## src/rtl/sleep_pwr_reg.sv

```systemverilog
module sleep_pwr_reg (
  input  logic       clk,
  input  logic       rst_n,
  input  logic       wr_en,
  input  logic       rd_en,
  input  logic       cmd_sleep,
  input  logic [7:0] wr_data,
  input  logic       sleep_addr_hit,
  input  logic       norm_addr_wr,
  input  logic       day_alarm,
  input  logic       wake_pin,
  input  logic       wake_edge_sel,
  input  logic       ext_sleep,
  input  logic       norm_osc_en,
  input  logic       norm_ck_en,
  input  logic       norm_pwm_en,
  output logic [7:0] rd_data,
  output logic       shdn,
  output logic       sleep_active,
  output logic       osc_en,
  output logic       ck_en,
  output logic       pwm_en
);
  logic       s_osc, s_ck, s_pwm;
  logic [2:0] wk_pipe;
  logic       wake_hit, set_req, clr_req;

  // wk_pipe[0], wk_pipe[1] synchronise the pin; wk_pipe[2] holds the previous value
  always_ff @(posedge clk) begin
    if (!rst_n) wk_pipe <= 3'b000;
    else        wk_pipe <= {wk_pipe[1:0], wake_pin};
  end

  assign wake_hit = wake_edge_sel ? (wk_pipe[1] & ~wk_pipe[2])
                                  : (~wk_pipe[1] & wk_pipe[2]);
  assign set_req  = (wr_en & cmd_sleep) | sleep_addr_hit;
  assign clr_req  = norm_addr_wr | day_alarm | wake_hit;

  always_ff @(posedge clk) begin
    if (!rst_n) begin
      s_osc <= 1'b1;
      s_ck  <= 1'b1;
      s_pwm <= 1'b0;
      shdn  <= 1'b0;
    end else begin
      if (wr_en) {s_osc, s_ck, s_pwm} <= wr_data[7:5];
      if (clr_req)      shdn <= 1'b0;
      else if (set_req) shdn <= 1'b1;
    end
  end

  assign rd_data      = rd_en ? {s_osc, s_ck, s_pwm, shdn, 4'b0000} : 8'h00;
  assign sleep_active = shdn | ext_sleep;
  assign osc_en       = sleep_active ? s_osc           : norm_osc_en;
  assign ck_en        = sleep_active ? s_ck            : norm_ck_en;
  assign pwm_en       = sleep_active ? (s_pwm & s_osc) : norm_pwm_en;
endmodule

```

## config.mk

```make
export PLATFORM = sky130hd
export DESIGN_NAME = sleep_pwr_reg
export DESIGN_NICKNAME = d
export VERILOG_FILES = /design/src/rtl/sleep_pwr_reg.sv
export SDC_FILE = /design/constraint.sdc
export NUM_CORES = 1
export LEC_CHECK = 0
export ABC_AREA = 0
export BUFFER_PORTS_ARGS = -buffer_cell sky130_fd_sc_hd__buf_2
export CAP_MARGIN = 0
export CORE_MARGIN = 8
export CORE_UTILIZATION = 25
export DETAILED_ROUTE_END_ITERATION = 10
export GPL_TIMING_DRIVEN = 0
export PLACE_DENSITY = 0.67
export SLEW_MARGIN = 20
export SYNTH_ARGS = -nofsm -noshare
export SYNTH_HDL_FRONTEND = slang
export SYNTH_SLANG_ARGS = --single-unit
```

## constraint.sdc

```tcl
create_clock -name clk -period 1.91 [get_ports clk]
set_clock_uncertainty 0.15 [all_clocks]
set_input_delay 0.191 -clock clk [delete_from_list [all_inputs] [get_ports clk]]
set_output_delay 0.191 -clock clk [all_outputs]
set_load 0.02 [all_outputs]
```

==> flow_metrics.env <==
export IMPL_drc=0
export IMPL_drv_slew=0
export IMPL_worstSetupStartpointType="flop"
export IMPL_grt_pass1_vias=345
export IMPL_final_cell_count_no_fill=85
export IMPL_cts_htree_levels=1
export IMPL_seqCellArea_um2=140.1
export IMPL_synth_largest_area_cell="dfxtp_1"
export IMPL_via_per_inst=4.012
export IMPL_synthDistinctLibCells=18
export IMPL_synth_top_area_share_pct=39.30
export IMPL_hold_path_endpoint="s_osc"
export IMPL_antenna_found_initial=0
export IMPL_synth_warnings=0
export IMPL_final_net_count=93
export IMPL_grt_usage_pct=6.505
export IMPL_cp_max_fo=5
export IMPL_core_um2=1318
export IMPL_syn_inst=37
export IMPL_num_antenna_cells=0
export IMPL_reg2reg_depth=2
export IMPL_drt_total_wl_um=893
export IMPL_cts_buffers=3
export IMPL_drtAntennaViolNets=0
export IMPL_placedCellCount=80
export IMPL_syn_to_final_growth_pct=53.68
export IMPL_hold_class="in2reg"
export IMPL_grt_pass1_wl_mm=1.386
export IMPL_cts_tree="yes"
export IMPL_setup_violations_final=0
export IMPL_path_buf_inv=1
export IMPL_ctsLongestPathBuffers=2
export IMPL_critPathLaunch="shdn"
export IMPL_nFillCells=143
export IMPL_setup_slack_ns=0.2695
export IMPL_cts_sinks=7
export IMPL_layout_common_cells="buf_2, dfxtp_1, and2_1, buf_4, conb_1"
export IMPL_peakVddDrop_uv=399.5
export IMPL_slowest_delay_ns=0.35
export IMPL_wire_per_inst_um=10.51
export IMPL_end_kind="output pin"
export IMPL_cts_resized_gates=0
export IMPL_drive_above_1_share_pct=54.29
export IMPL_dp_hpwl_um=775.6
export IMPL_slowest_stage="mux2_2"
export IMPL_syn_area_per_cell_um2=9.638
export IMPL_fin_crit_sh_pct=85.89
export IMPL_multi_input_area_um2=190.2
export IMPL_fmax_mhz=609.6
export IMPL_num_io_pins=35
export IMPL_cp_top_family="multiplexers"
export IMPL_die_x_um=53.77
export IMPL_worstSetupPathDepth=3
export IMPL_min_from="rst_n"
export IMPL_final_common_cell="buf_2"
export IMPL_place_ws_ns=0.5131
export IMPL_rrSetupSlack_ns=0.96
export IMPL_ys_ff_latch=7
export IMPL_tns_ns=0
export IMPL_crit_chain="nor2_1 > mux2_2 > buf_2"
export IMPL_clockRootBuffer="clkbuf_4"
export IMPL_rows=13
export IMPL_syn_area_um2=356.6
export IMPL_die_area_um2=2891
export IMPL_critical_path_class="reg2out"
export IMPL_drtPass1Iterations=2
export IMPL_port_buffer_count=25
export IMPL_utilization_pct=41.60
export IMPL_cp_arrival_ns=1.30
export IMPL_hold_depth=2
export IMPL_status="complete, no violations"
export IMPL_drv_cap=0
export IMPL_leakagePower_nw=0.2925
export IMPL_overflow=0
export IMPL_rsz0062_at_grt="no"
export IMPL_die_h_um=53.77
export IMPL_start_util_pct=27.07
export IMPL_routabilityCongestion=0.6204
export IMPL_power_density_nw_per_um2=677.2
export IMPL_first_iter_violations=1
export IMPL_path_clk_slew_ns=0.05
export IMPL_grt_max_degree=8
export IMPL_hold_viol=0
export IMPL_r2r_start="shdn"
export IMPL_vias=341
export IMPL_clock_latency_ns=0.24
export IMPL_crit_reg2reg_capture="shdn"
export IMPL_synth_area_leaders="dfxtp_1, mux2i_1, buf_4"
export IMPL_required_ns=1.57
export IMPL_yosysSeqAreaShare_pct=39.30
export IMPL_period_minus_slack_ns=1.641
==> sequential cells by signal, summed over array words and instances, names as in the netlist <==
| register | flops |
|---|---|
| wk_pipe | 3 |
| s_osc | 1 |
| shdn | 1 |
| s_ck | 1 |
| s_pwm | 1 |
==> layer usage <==
layer	up-vias	GRT usage [%]	share of wire [%]
met5	-	0	0
met4	0	5.042	0
li1	182	-	-
met2	18	8.687	43
met3	0	2.479	15
met1	141	8.112	42
==> power breakdown <==
group	internal [W]	switching, W
sequential	0.000154	0.00000521
combinational	0.0000410	0.0000432
clock	0.0000793	0.0000488
==> timing repair <==
| action | 4_1_cts | 5_1_grt |
|---|---|---|
| buffers inserted | 0 | 0 |
| hold buffers | 0 | 1 |
| setup endpoints to repair | 0 | 0 |
| endpoints found under the hold margin | 0 | 1 |
==> worst register-to-register path, cell delays in order (launching register included) <==
cell	delay [ns]
dfxtp_1	0.39
a211oi_1	0.08
nor4_2	0.25
==> per-stage QoR <==
stage               instance area, um2   power, W  hold WS (ns)
CTS                              538.0  0.0003781      0.002052
finish                           548.0  0.0003711       0.01089
detailed placement               511.7  0.0002449        0.2593
floorplan                        367.9  0.0002109        0.1029
global route                     548.0  0.0004041     0.0004514
global placement                 511.7  0.0002436        0.2522
==> synth_stat cells <==
master,number
and3b_1,1
nor2b_1,1
a211oi_1,1
buf_4,4
nand2_1,2
nor4_2,1
dfxtp_1,7
o21ai_0,1
o211ai_1,1
mux2i_1,3
nor3b_1,1
and2_2,3
or3b_1,1
mux2_2,2
conb_1,1
inv_1,2
nor2_1,1
and2_1,4
==> area by class of cell <==
type,instances,area share (%)
timing repair buffer,26,24.66
buffer,4,5.479
tap,15,3.425
clock buffer,4,4.795
sequential,7,25.57
multi-input combinational,27,34.70
inverter,2,1.370
==> how the worst max path moves through the flow <==
stage | slack (ns) | to
after global placement | 0.53 | osc_en
after floorplan | 0.32 | pwm_en
final | 0.27 | ck_en
after detailed placement | 0.51 | ck_en
after CTS | 0.24 | ck_en
after global routing | 0.19 | osc_en
==> kinds of logic after synthesis <==
logic type / synth area share, %
other: 1.052
multiplexers: 14.74
buffers and inverters: 10.53
flip-flops: 39.30
AND/OR/NAND/NOR: 28.77
AO/OA/AOI/OAI: 5.614
No activity file was read; power rests on OpenSTA's default activity.
